===== config.mk =====
export PLATFORM = sky130hd
export DESIGN_NAME = cmd_status_regs
export DESIGN_NICKNAME = d
export VERILOG_FILES = /design/src/rtl/cmd_status_regs.sv
export SDC_FILE = /design/constraint.sdc
export NUM_CORES = 1
export LEC_CHECK = 0
export CORE_MARGIN = 1.5
export CORE_UTILIZATION = 25
export CTS_BUF_LIST = sky130_fd_sc_hd__clkbuf_8
export DETAILED_ROUTE_END_ITERATION = 10
export GPL_TIMING_DRIVEN = 0
export HOLD_SLACK_MARGIN = 0.08
export SYNTH_ARGS = -nofsm -noshare
export SYNTH_HDL_FRONTEND = slang
export SYNTH_SLANG_ARGS = --single-unit

===== constraint.sdc =====
create_clock -name clk -period 3.4 [get_ports clk]
set_clock_uncertainty 0.15 [all_clocks]
set_input_delay 0.51 -clock clk [delete_from_list [all_inputs] [get_ports clk]]
set_output_delay 0.51 -clock clk [all_outputs]
set_load 0.02 [all_outputs]

===== src/rtl/cmd_status_regs.sv =====
module cmd_status_regs #(
  parameter int RST_CYCLES = 4
) (
  input  logic        clk,
  input  logic        rst_n,
  input  logic        wr_en,
  input  logic [15:0] wr_data,
  input  logic [10:0] ev_i,
  output logic [15:0] status_o,
  output logic [2:0]  window_o,
  output logic        irq_o,
  output logic        tx_en_o,
  output logic        rx_en_o,
  output logic        dn_stall_o,
  output logic        tx_rst_o,
  output logic        rx_rst_o,
  output logic        tx_done_o,
  output logic        rx_done_o,
  output logic        station_clr_o
);
  localparam int CW = $clog2(RST_CYCLES + 1);
  localparam logic [10:0] EVMASK = 11'h7F6;

  localparam logic [4:0] OP_GRST   = 5'h00;
  localparam logic [4:0] OP_WIN    = 5'h01;
  localparam logic [4:0] OP_RXOFF  = 5'h03;
  localparam logic [4:0] OP_RXON   = 5'h04;
  localparam logic [4:0] OP_RXRST  = 5'h05;
  localparam logic [4:0] OP_STALL  = 5'h06;
  localparam logic [4:0] OP_TXON   = 5'h09;
  localparam logic [4:0] OP_TXOFF  = 5'h0A;
  localparam logic [4:0] OP_TXRST  = 5'h0B;
  localparam logic [4:0] OP_ACK    = 5'h0D;
  localparam logic [4:0] OP_INTEN  = 5'h0E;
  localparam logic [4:0] OP_INDEN  = 5'h0F;

  logic [2:0]    win_q;
  logic          busy_q;
  logic [CW-1:0] cnt_q;
  logic [1:0]    tgt_q;
  logic [10:0]   lat_q, int_en_q, ind_en_q;

  wire [4:0]  op  = wr_data[15:11];
  wire [10:0] prm = wr_data[10:0];
  wire        acc = wr_en & ~busy_q;
  wire [10:0] ev_set  = ev_i & ind_en_q & EVMASK;
  wire [10:0] ack_clr = (acc && op == OP_ACK) ? (prm & EVMASK) : 11'h0;

  assign irq_o      = |(lat_q & int_en_q & EVMASK);
  assign window_o   = win_q;
  assign tx_rst_o   = busy_q & tgt_q[0];
  assign rx_rst_o   = busy_q & tgt_q[1];
  assign status_o   = {win_q, busy_q, 1'b0, lat_q[10:4], 1'b0, lat_q[2:1], irq_o};

  always_ff @(posedge clk or negedge rst_n) begin
    if (!rst_n) begin
      win_q         <= '0;
      busy_q        <= 1'b0;
      cnt_q         <= '0;
      tgt_q         <= '0;
      lat_q         <= '0;
      int_en_q      <= '0;
      ind_en_q      <= '0;
      tx_en_o       <= 1'b0;
      rx_en_o       <= 1'b0;
      dn_stall_o    <= 1'b0;
      tx_done_o     <= 1'b0;
      rx_done_o     <= 1'b0;
      station_clr_o <= 1'b0;
    end else begin
      tx_done_o     <= 1'b0;
      rx_done_o     <= 1'b0;
      station_clr_o <= 1'b0;
      lat_q         <= (lat_q & ~ack_clr) | ev_set;

      if (busy_q) begin
        if (cnt_q == CW'(1)) begin
          busy_q    <= 1'b0;
          tx_done_o <= tgt_q[0];
          rx_done_o <= tgt_q[1];
        end else begin
          cnt_q <= cnt_q - CW'(1);
        end
      end

      if (acc) begin
        case (op)
          OP_GRST: begin
            busy_q        <= 1'b1;
            cnt_q         <= CW'(RST_CYCLES);
            tgt_q         <= 2'b11;
            win_q         <= '0;
            lat_q         <= '0;
            int_en_q      <= '0;
            ind_en_q      <= '0;
            tx_en_o       <= 1'b0;
            rx_en_o       <= 1'b0;
            dn_stall_o    <= 1'b0;
            station_clr_o <= 1'b1;
          end
          OP_WIN:   win_q   <= prm[2:0];
          OP_RXOFF: rx_en_o <= 1'b0;
          OP_RXON:  rx_en_o <= 1'b1;
          OP_RXRST: begin
            busy_q  <= 1'b1;
            cnt_q   <= CW'(RST_CYCLES);
            tgt_q   <= 2'b10;
            rx_en_o <= 1'b0;
          end
          OP_STALL: begin
            if (prm == 11'd2)      dn_stall_o <= 1'b1;
            else if (prm == 11'd3) dn_stall_o <= 1'b0;
          end
          OP_TXON:  tx_en_o <= 1'b1;
          OP_TXOFF: tx_en_o <= 1'b0;
          OP_TXRST: begin
            busy_q  <= 1'b1;
            cnt_q   <= CW'(RST_CYCLES);
            tgt_q   <= 2'b01;
            tx_en_o <= 1'b0;
          end
          OP_INTEN: int_en_q <= prm;
          OP_INDEN: ind_en_q <= prm;
          default: ;
        endcase
      end
    end
  end

  AST_WIN_LOAD: assert property (@(posedge clk) disable iff (!rst_n)
    (acc && op == OP_WIN) |=> (window_o == $past(wr_data[2:0])));
  AST_DONE_AFTER_BUSY: assert property (@(posedge clk) disable iff (!rst_n)
    (tx_done_o || rx_done_o) |-> ($past(busy_q) && !busy_q));
  AST_DONE_SINGLE: assert property (@(posedge clk) disable iff (!rst_n)
    tx_done_o |=> !tx_done_o);
  AST_BUSY_BLOCKS: assert property (@(posedge clk) disable iff (!rst_n)
    (busy_q && wr_en) |=> $stable(window_o));
  AST_ACK_CLEARS: assert property (@(posedge clk) disable iff (!rst_n)
    (acc && op == OP_ACK) |=> ((lat_q & $past(prm & EVMASK & ~(ev_i & ind_en_q))) == 11'h0));
  AST_IRQ_HAS_SRC: assert property (@(posedge clk) disable iff (!rst_n)
    irq_o |-> (status_o[10:1] != 10'h0));
  AST_STATION_PULSE: assert property (@(posedge clk) disable iff (!rst_n)
    station_clr_o |-> $past(acc && op == OP_GRST));
endmodule


## Word-level counts from Yosys, hierarchy flattened

Cells that the tools add are included.

| cells by class | value |
|---|---|
| reduce and logical (&&, ||, !) cells | 20 |
| muxes and demuxes | 26 |
| add/subtract/negate cells | 1 |
| bitwise operators | 9 |
| equal/unequal tests | 15 |

Operators with widths:

| cell | number |
|---|---|
| $pmux W11 S2 | 2 |
| $and A11 B11 Y11 | 3 |
| $mux W11 | 3 |
| $eq A5 B4 Y1 const B | 6 |
| $eq A11 B2 Y1 const B | 2 |
| $eq A5 B3 Y1 const B | 3 |
| $mux W1 | 12 |
| $mux W3 | 4 |
| $reduce_and A2 Y1 | 6 |
| $reduce_bool A2 Y1 | 6 |
| $not A11 Y11 | 1 |
| $or A11 B11 Y11 | 1 |
| $reduce_or A3 Y1 | 3 |
| $reduce_or A9 Y1 | 1 |
| $pmux W1 S2 | 3 |
| $pmux W2 S3 | 1 |
| $pmux W3 S2 | 1 |
| $eq A5 B1 Y1 const B | 1 |
| $eq A5 B2 Y1 const B | 1 |
| $logic_not A5 Y1 | 1 |
| $and A1 B1 Y1 | 3 |
| $eq A3 B1 Y1 const B | 1 |
| $ne A3 B3 Y1 const B | 1 |
| $reduce_and A3 Y1 | 1 |
| 4 further kinds | 4 |

| word-level totals | value |
|---|---|
| bits in registers | 48 |
| word-level logic and storage cells | 84 |

## Longest topological paths before layout

Gate-level depths: netlist of the first run.

| depth | value |
|---|---|
| depth in word-level cells | 9 |
| depth in mapped cells | 6 |

## Worst setup path before layout of the first run

No wires, ideal clock.

| timing path | value |
|---|---|
| path type | input to register |
| start | input port wr_data[14] |
| end | register ind_en_q[10] |
| required time | 3.129 ns |
| setup time | 0.121 ns |
| stages on the path | 5 |
| arrival time | 1.743 ns |
| setup slack | 1.386 ns |
| path buffers | 1 |
| cell sequence | buf_6 > or4b_4 > nor4_4 > nor2_2 > a22o_1 |

| on the way | value |
|---|---|
| word-level cells in the longest chain between the ends | 3 |
| elaborated cells between the ends (all ways) | 5 |
| those cells by class | 1 x eq/ne; 1 x mux; 3 x reduce/logical |

RTL lines:

| item | line | text |
|---|---|---|
| start, declared | 7 | `input logic [15:0] wr_data,` |
| $eq A5 B4 Y1 or $logic_not A5 Y1 (tied branches) | 87 | `case (op)` |
| $reduce_bool A2 Y1 (no line) | -- |  |
| $reduce_and A2 Y1 (no line) | -- |  |
| end signal, assigned | 123 | `OP_INDEN: ind_en_q <= prm;` |
| end, declared | 41 | `logic [10:0] lat_q, int_en_q, ind_en_q;` |

Several ways; a longest one is shown, not always the timed one.
A chain may end at the register's enable or synchronous reset.

## Worst setup path after layout of the first run

| timing path | value |
|---|---|
| start | register int_en_q[5] |
| end | output port status_o[0] |

| on the way | value |
|---|---|
| word-level cells in the longest chain between the ends | 2 |

RTL lines:

| item | line | text |
|---|---|---|
| start, declared | 41 |  |
| start signal, assigned | 122 | `OP_INTEN: int_en_q <= prm;` |
| $and A11 B11 Y11 | 49 | `assign irq_o = \|(lat_q & int_en_q & EVMASK);` |
| $reduce_or A9 Y1 | 49 |  |
| end, declared | 9 | `output logic [15:0] status_o,` |

Every way passes these cells.

==> results of run 1 <==
## registers in the layout, indices dropped and copies added (netlist names)
| name | flops |
|---|---|
| busy_q | 1 |
| cnt_q | 3 |
| dn_stall_o | 1 |
| ind_en_q | 9 |
| int_en_q | 9 |
| lat_q | 9 |
| rx_done_o | 1 |
| rx_en_o | 1 |
| station_clr_o | 1 |
| tgt_q | 2 |
| tx_done_o | 1 |
| tx_en_o | 1 |
| window_o | 3 |
## synth_stat cells, drive strengths merged
cell	n	area (um^2)
a222oi	1	10.01
inv	6	22.52
nor3b	1	7.510
nor2	8	35.03
clkbuf	1	3.750
conb	1	3.750
buf	13	102.6
a21oi	15	75.07
nor4b	1	8.760
a211o	1	8.760
a211oi	2	15.01
a21bo	7	70.07
xor2	1	8.760
or3b	1	8.760
and3	2	12.51
a22oi	1	7.510
xnor2	1	8.760
o22ai	1	6.260
dfrtp	42	1051
nor2b	2	12.51
ha	2	25.02
a21o	1	7.510
nand2b	4	25.02
or3	3	23.77
and2	2	12.51
o31a	1	8.760
or4b	1	13.76
nor3	8	73.82
nor4	3	33.78
nand3	3	15.01
a31oi	1	6.260
a221oi	1	8.760
o21ai	8	40.04
nand2	21	78.83
a2111oi	1	8.760
a22o	19	166.4
## worst paths after layout
kind,startpoint,to,slack [ns],cells past startpoint
worst max-delay path,int_en_q[5],status_o[0],0.78,5
worst min-delay path,wr_data[14],tgt_q[0],0.33,3
worst max register to register,busy_q,ind_en_q[7],1.20,6
worst min register to register,int_en_q[10],int_en_q[10],0.36,1
max in group asynchronous,rst_n,int_en_q[8],2.14,3
min in group asynchronous,rst_n,window_o[0],0.49,2
## cells in the final DEF, fill, tap and decap left out, types with 2 or more instances in the layout
cell type	netlist	routed
sky130_fd_sc_hd__nor4_1	2	2
sky130_fd_sc_hd__a211oi_1	2	2
sky130_fd_sc_hd__dfrtp_1	42	42
sky130_fd_sc_hd__or3_1	2	2
sky130_fd_sc_hd__nand2_1	21	21
sky130_fd_sc_hd__nor3_4	3	3
sky130_fd_sc_hd__a21oi_1	15	15
sky130_fd_sc_hd__nor2b_1	2	2
sky130_fd_sc_hd__buf_4	8	8
sky130_fd_sc_hd__clkdlybuf4s50_1	0	50
sky130_fd_sc_hd__inv_1	6	6
sky130_fd_sc_hd__and2_1	2	2
sky130_fd_sc_hd__a22o_1	19	19
sky130_fd_sc_hd__nor3_1	5	5
sky130_fd_sc_hd__buf_6	3	3
sky130_fd_sc_hd__nor2_2	2	2
sky130_fd_sc_hd__ha_1	2	2
sky130_fd_sc_hd__conb_1	1	2
sky130_fd_sc_hd__nand3_1	3	3
sky130_fd_sc_hd__buf_2	1	2
sky130_fd_sc_hd__nand2b_1	4	4
sky130_fd_sc_hd__nor2_1	6	6
sky130_fd_sc_hd__a21bo_2	7	7
sky130_fd_sc_hd__clkbuf_8	0	5
sky130_fd_sc_hd__and3_1	2	2
sky130_fd_sc_hd__o21ai_0	8	8
## cell type report
| type | count | area, um^2 |
|---|---|---|
| plain buffers | 14 | 106.4 |
| clock buffers | 5 | 68.82 |
| clock inverters | 3 | 48.80 |
| fillers | 806 | 4996 |
| inverters | 6 | 22.52 |
| multi-input cells | 126 | 850.8 |
| flip-flops and latches | 42 | 1051 |
| well taps | 102 | 127.6 |
| repair buffers | 53 | 535.5 |
## through the flow
step	cell area, um^2	hold WS [ns]	total power (W)
6_report	2811	0.3313	0.001939
4_1_cts	2811	0.3259	0.001965
2_1_floorplan	2031	0.06441	0.001200
3_3_place_gp	2669	0.3337	0.001529
3_5_place_dp	2684	0.2779	0.001544
5_1_grt	2811	0.3688	0.002078
## worst register-to-register path: stages, from the launching register on
cell	delay (ns)
sky130_fd_sc_hd__dfrtp_1	0.39
sky130_fd_sc_hd__buf_6	0.14
sky130_fd_sc_hd__or3b_1	0.36
sky130_fd_sc_hd__buf_6	0.16
sky130_fd_sc_hd__nor3_4	0.45
sky130_fd_sc_hd__nor2_2	0.20
sky130_fd_sc_hd__a22o_1	0.23
## where the power goes
group | total, W | internal [W] | switching, W
combinational | 0.000773 | 0.000422 | 0.000352
sequential | 0.000753 | 0.000650 | 0.000104
clock | 0.000413 | 0.000224 | 0.000189
## what timing repair did
action                                 4_1_cts  5_1_grt
setup endpoints to repair                    0        0
setup buffers                                0        0
endpoints found under the hold margin       11        0
hold buffers                                 1        0
## per-layer routing
layer	up-vias	wire length (um)
met3	4	246
met4	0	54
met1	788	2337
met2	43	2308
met5	-	0
li1	793	-
## cells by family (layout without fill, tap and decap cells)
group / count (synthesis) / count (layout) / share of synthesized area (%)
XOR/XNOR: 2 / 2 / 0.8644
AO/OA/AOI/OAI: 60 / 60 / 21.67
flip-flops: 42 / 42 / 51.85
buffers and inverters: 20 / 81 / 6.357
other: 1 / 2 / 0.1850
AND/OR/NAND/NOR: 60 / 60 / 17.84
adder cells (fa/ha/maj): 2 / 2 / 1.234
==> PnR_summary.wiki, run 1 <==
{| class="wikitable"
! Metric !! Value
|-
| Status || finished clean
|-
| Number of vias per cell after detailed routing || 4.638
|-
| Utilization after layout || 36.01%
|-
| Worst slew margin relative to its limit || 65.28%
|-
| Number of buffers inserted during clock tree synthesis || 5
|-
| First-pass GRT wire length || 8293 um
|-
| Effective utilization at floorplan || 25.96%
|-
| Total of flip-flops plus latches after synthesis || 42
|-
| Slew Viols, Final || 0
|-
| Max Fclk || 382.3 MHz
|-
| Highest-utilization routing layer at the global route stage || met2
|-
| Final number of setup-violating endpoints || 0
|-
| Final non-filler cell total || approximately 350
|-
| Crit path largest cell delay || 0.52 ns
|-
| Wire length per cell || approximately 14 um
|-
| Die area || 8657 um^2
|-
| Type of destination of the critical path || output pin
|-
| Number of hold violations in the final report || 0
|-
| Global-route congestion overflow total || 0
|-
| Vias || about 1.6k
|-
| Type of element launching the critical path || register
|-
| Tightest Hold Check Type || primary input to register
|-
| Post-Synthesis Cell Area || 2027 um^2
|-
| Placeable core region || 7807 um^2
|-
| Transition time at the pin with the least slew margin || ~0.52 ns
|-
| Kind of cell with the highest combined delay on the critical path || buffers and inverters
|-
| Number of gates given a new drive strength after cts || 0
|-
| Crit path setup slack, layout || roughly 0.78 ns
|-
| Max Fanout on Critical Path || 2
|-
| GR Util All Layers || around an eighth
|-
| Met3 demand-to-capacity share in global routing || a little over 3%
|-
| Fraction of the yosys area taken by sequential cells || 51.85%
|-
| Drt first pass iters || 4
|-
| Critical path required time || 2.74 ns
|-
| Clock-pin slew reported for the worst setup and hold paths after clock tree synthesis || 0.09 ns
|-
| Number of design-rule violations left by the first detailed-router iteration || 98
|-
| Synthesized area per cell || 10.84 um^2
|-
| Slowest library cell on the worst path || sky130_fd_sc_hd__clkdlybuf4s50_1
|-
| Post-Place Cells || 342
|-
| Vertical die dimension || between 90 and 100 um
|-
| Cells traversed along the worst timing path || a22o_1 -> a221oi_1 -> nand3_1 -> buf_4 -> clkdlybuf4s50_1
|-
| Leakage component of the power || 1.214 nW
|-
| Vias in the first global route || 1633
|-
| Met2 track demand over resource in global routing || between 10% and 20%
|-
| WL final || 4947 um
|-
| Clock latency reported for the late side of the worst-skew pair || 0.29 ns
|-
| Max-cap viol count || 0
|-
| Yosys Warn Count || 0
|-
| Area growth from synthesis to final layout || 38.70%
|-
| Antenna Cells || 0
|-
| Worst Path Buf+Inv || 2
|-
| Number of placement rows || 32
|-
| Clock tree from TritonCTS || done
|-
| Setup Slack @ Placement || 0.6171 ns
|-
| Maximum number of buffers from clock root to sink || 2
|-
| Pin count of the biggest net entering global routing || 32
|-
| Peak ir drop on the vdd network || 196.9 uV
|-
| Half-perimeter wire length after placement || around 3600 um
|-
| Type of the setup path with the least slack || register to output pin
|-
| GR Util met1 || 16.03%
|-
| Arrival time at the worst endpoint || 1.96 ns
|-
| # H-tree levels || 2
|-
| Clk root buf || sky130_fd_sc_hd__clkbuf_8
|-
| Share of cells above drive strength 1 || 14.86%
|-
| Period Utilization, post-route || 76.93%
|-
| Total I/O pin count || a little under 60
|-
| Number of antenna violations at the first check in global routing || 0
|-
| Final weighted congestion in routability-driven placement || ~0.77
|-
| Power per standard cell area || 689.8 nW/um^2
|-
| Number of nets with antenna violations after routing || 0
|-
| Accumulated negative setup slack || 0 ns
|-
| Post-route DRC violation count || 0
|-
| Number of sinks driven by the clock tree || 42
|-
| Number of port buffers || 51
|-
| Post-synthesis cell count || between 150 and 200
|-
| Distinct cell type count after synthesis || 43
|-
| Final #Nets || 280
|-
| Final critical-path required period || 2.616 ns
|-
| Width of the die || between 90 and 100 um
|-
| RSZ-0062 raised after global routing || no
|}
Note: power is estimated with default switching activity, not from simulation.
==> run 2: changes to the inputs <==
- clock period: 3.4 -> 2.6 ns (I/O delays scaled with it)
==> run 2 against run 1 <==
Against the previous run: via count about the same; register-to-register slack lost 0.80 ns; non-clock buffer count did not move; final area about the same; combinational power up 31%; first-iteration DRC count unchanged; largest cell class unchanged.
==> PnR_summary.wiki, run 2 (synthesis gave the netlist of run 1 again) <==
{| class="wikitable"
! Metric !! Value
|-
| Transition time at the pin with the least slew margin || 0.5223 ns (was 0.5208 ns)
|-
| Clk root buf || sky130_fd_sc_hd__clkbuf_8 (unchanged)
|-
| RSZ-0062 raised after global routing || no (unchanged)
|-
| Accumulated negative setup slack || 0 ns (unchanged)
|-
| Internal reg-to-reg setup slack || 0.40 ns (was 1.20 ns)
|-
| Top Layer Used || met4 (unchanged)
|-
| Worst slew margin relative to its limit || 65.18% (was 65.28%)
|-
| Number of sinks driven by the clock tree || 42 (unchanged)
|-
| Final design instance area without fill || 2814 um^2 (was 2811 um^2)
|-
| GR Util All Layers || 12.26% (unchanged)
|-
| Number of buffers inserted during clock tree synthesis || 5 (unchanged)
|-
| Post-route DRC violation count || 0 (unchanged)
|-
| Fin Hold WS || 0.2113 ns (was 0.3313 ns)
|-
| Power per standard cell area || 900.1 nW/um^2 (was 689.8 nW/um^2)
|-
| Highest-count cells in the layout ignoring fill and taps || 49 x sky130_fd_sc_hd__clkdlybuf4s50_1, 42 x sky130_fd_sc_hd__dfrtp_1, 21 x sky130_fd_sc_hd__nand2_1, 19 x sky130_fd_sc_hd__a22o_1, 15 x sky130_fd_sc_hd__a21oi_1 (was 50 x sky130_fd_sc_hd__clkdlybuf4s50_1, 42 x sky130_fd_sc_hd__dfrtp_1, 21 x sky130_fd_sc_hd__nand2_1, 19 x sky130_fd_sc_hd__a22o_1, 15 x sky130_fd_sc_hd__a21oi_1)
|-
| Final number of setup-violating endpoints || 0 (unchanged)
|-
| Number of nets with antenna violations after routing || 0 (unchanged)
|-
| Share of cells above drive strength 1 || 14.86% (unchanged)
|-
| Max Fanout on Critical Path || 2 (unchanged)
|-
| Slew Viols, Final || 0 (unchanged)
|-
| Routed metal-1 wire length || 2330 um (was 2337 um)
|-
| Wire length per cell || 14.10 um (was 14.09 um)
|-
| Number of vias per cell after detailed routing || 4.641 (was 4.638)
|-
| Worst hold stages || 3 (unchanged)
|-
| Clock tree from TritonCTS || done (unchanged)
|-
| Slowest library cell on the worst path || sky130_fd_sc_hd__clkdlybuf4s50_1 (unchanged)
|-
| Placeable core region || 7807 um^2 (unchanged)
|-
| Cells traversed along the worst timing path || a22o_1 -> a221oi_1 -> nand3_1 -> clkdlybuf4s50_1 (was a22o_1 -> a221oi_1 -> nand3_1 -> buf_4 -> clkdlybuf4s50_1)
|-
| Vertical die dimension || 93.05 um (unchanged)
|-
| Pin count of the biggest net entering global routing || 32 (unchanged)
|-
| Clock-pin slew reported for the worst setup and hold paths after clock tree synthesis || 0.09 ns (about the same)
|-
| Final weighted congestion in routability-driven placement || 0.7683 (unchanged)
|-
| # H-tree levels || 2 (unchanged)
|-
| Half-perimeter wire length after placement || 3627 um (unchanged)
|-
| Worst Path Buf+Inv || 1 (was 2)
|-
| Number of placement rows || 32 (unchanged)
|-
| Largest registers || ind_en_q x9, int_en_q x9, lat_q x9 (unchanged)
|-
| Capture endpoint of the worst hold path || tgt_q[0] (unchanged)
|-
| Vias || 1629 (was 1628)
|-
| Leakage component of the power || 1.220 nW (was 1.214 nW)
|-
| Type of destination of the critical path || output pin (unchanged)
|-
| Utilization after layout || 36.04% (was 36.01%)
|-
| Width of the die || 93.05 um (unchanged)
|-
| Antenna Cells || 0 (unchanged)
|-
| Total area of multi-input combinational cells || 850.8 um^2 (unchanged)
|-
| Type of the setup path with the least slack || register to output pin (unchanged)
|-
| Commonest non-fill, non-tap cell in the layout || sky130_fd_sc_hd__clkdlybuf4s50_1 (unchanged)
|-
| Status || finished clean (unchanged)
|-
| Period Utilization, post-route || 91.75%
|-
| Tightest Hold Check Type || primary input to register (unchanged)
|-
| Final #Nets || 280 (unchanged)
|-
| Die area || 8657 um^2 (unchanged)
|-
| Terminus of the critical flop-to-flop path || ind_en_q[7] (unchanged)
|-
| Total I/O pin count || 58 (unchanged)
|-
| Startpoint of the worst-slack reg-to-reg timing path || busy_q (unchanged)
|-
| Drt first pass iters || 4 (unchanged)
|-
| Number of design-rule violations left by the first detailed-router iteration || 98 (unchanged)
|-
| Maximum number of buffers from clock root to sink || 2 (unchanged)
|-
| Crit path setup slack, layout || 0.2145 ns (was 0.7844 ns)
|-
| Arrival time at the worst endpoint || 1.85 ns (was 1.96 ns)
|-
| Area growth from synthesis to final layout || 38.83% (was 38.70%)
|-
| Sum of met2 wire segment lengths after detailed routing || 2310 um (was 2308 um)
|-
| DR WL met3 || 252 um (was 246 um)
|-
| Type of element launching the critical path || register (unchanged)
|-
| Number of hold violations in the final report || 0 (unchanged)
|-
| Total of fill cells in the finished design || 806 (unchanged)
|-
| Sequential Area || 1051 um^2 (unchanged)
|-
| Effective utilization at floorplan || 25.96% (unchanged)
|-
| Crit path largest cell delay || 0.57 ns (was 0.52 ns)
|-
| Peak ir drop on the vdd network || 256.1 uV (was 196.9 uV)
|-
| Worst Min Path Start || wr_data[14] (unchanged)
|-
| Max Fclk || 419.2 MHz
|-
| Kind of cell with the highest combined delay on the critical path || buffers and inverters (unchanged)
|-
| Area after detailed placement || 2684 um^2 (unchanged)
|-
| Critical path required time || 2.06 ns (was 2.74 ns)
|-
| Clock latency reported for the late side of the worst-skew pair || 0.29 ns (about the same)
|-
| Global-route congestion overflow total || 0 (unchanged)
|-
| Max-cap viol count || 0 (unchanged)
|-
| Setup Slack @ Placement || -0.06294 ns (was 0.6171 ns)
|-
| WL final || 4948 um (was 4947 um)
|-
| Vias in the first global route || 1633 (unchanged)
|-
| Logic depth of the worst register-to-register path || 6 (unchanged)
|-
| Final critical-path required period || 2.386 ns
|-
| Number of port buffers || 51 (unchanged)
|-
| First-pass GRT wire length || 8293 um (unchanged)
|-
| Number of antenna violations at the first check in global routing || 0 (unchanged)
|}
==> run 2: cell types whose count changed in the layout (fill, tap and decap cells not counted), sizes merged <==
cell | previous run | this run
clkdlybuf4s50 | 50 | 49
dlymetal6s2s | 0 | 1
==> run 2: worst max-delay path by stage <==
| stage | from | endpoint | slack (ns) | depth (start not counted) |
|---|---|---|---|---|
| finish | int_en_q[5] | irq_o | 0.21 | 4 |
| global route | lat_q[5] | irq_o | 0.06 | 4 |
| CTS | lat_q[5] | status_o[0] | 0.08 | 5 |
| global placement | rst_n | lat_q[7] | -0.18 | 1 |
| detailed placement | wr_data[11] | ind_en_q[7] | -0.06 | 6 |
| floorplan | busy_q | ind_en_q[10] | 0.69 | 6 |
==> run 2: worst reg2reg max path, cell delays in order (launching register included) <==
cell                      delay, ns
sky130_fd_sc_hd__dfrtp_1       0.39
sky130_fd_sc_hd__buf_6         0.14
sky130_fd_sc_hd__or3b_1        0.36
sky130_fd_sc_hd__buf_6         0.16
sky130_fd_sc_hd__nor3_4        0.45
sky130_fd_sc_hd__nor2_2        0.20
sky130_fd_sc_hd__a22o_1        0.23
==> run 2: per-layer routing <==
metal,global-route usage [%],vias to the layer above
met5,0,-
met4,3.788,0
met3,3.089,4
met2,19.89,43
met1,16.03,789
li1,-,793
==> run 2: what timing repair did <==
item,CTS,global route
endpoints found under the setup margin,0,1
hold buffers,1,0
endpoints found under the hold margin,11,0
resized for setup,0,1
setup buffers,0,0
==> run 2: per-stage QoR <==
step                      std cells  power [W]
after global routing            351   0.002713
after CTS                       351   0.002570
after global placement          341   0.002000
after detailed placement        342   0.002019
after floorplan                 188   0.001570
final                           351   0.002533
==> run 2: area by class of cell <==
type | instances | share of cell area (%)
buffer | 14 | 3.779
clock buffer | 5 | 2.446
clock inverter | 3 | 1.734
inverter | 6 | 0.8004
multi-input combinational | 126 | 30.24
sequential | 42 | 37.35
tap | 102 | 4.535
timing repair buffer | 53 | 19.12
==> run 2: power by group <==
| group | total [W] | leakage [nW] | switching [W] | internal, W |
|---|---|---|---|---|
| Combinational | 0.00101 | 0.644 | 0.000460 | 0.000548 |
| Sequential | 0.000985 | 0.519 | 0.000135 | 0.000849 |
| Clock | 0.000540 | 0.0563 | 0.000247 | 0.000293 |
| Total | 0.00253 | 1.22 | 0.000842 | 0.00169 |
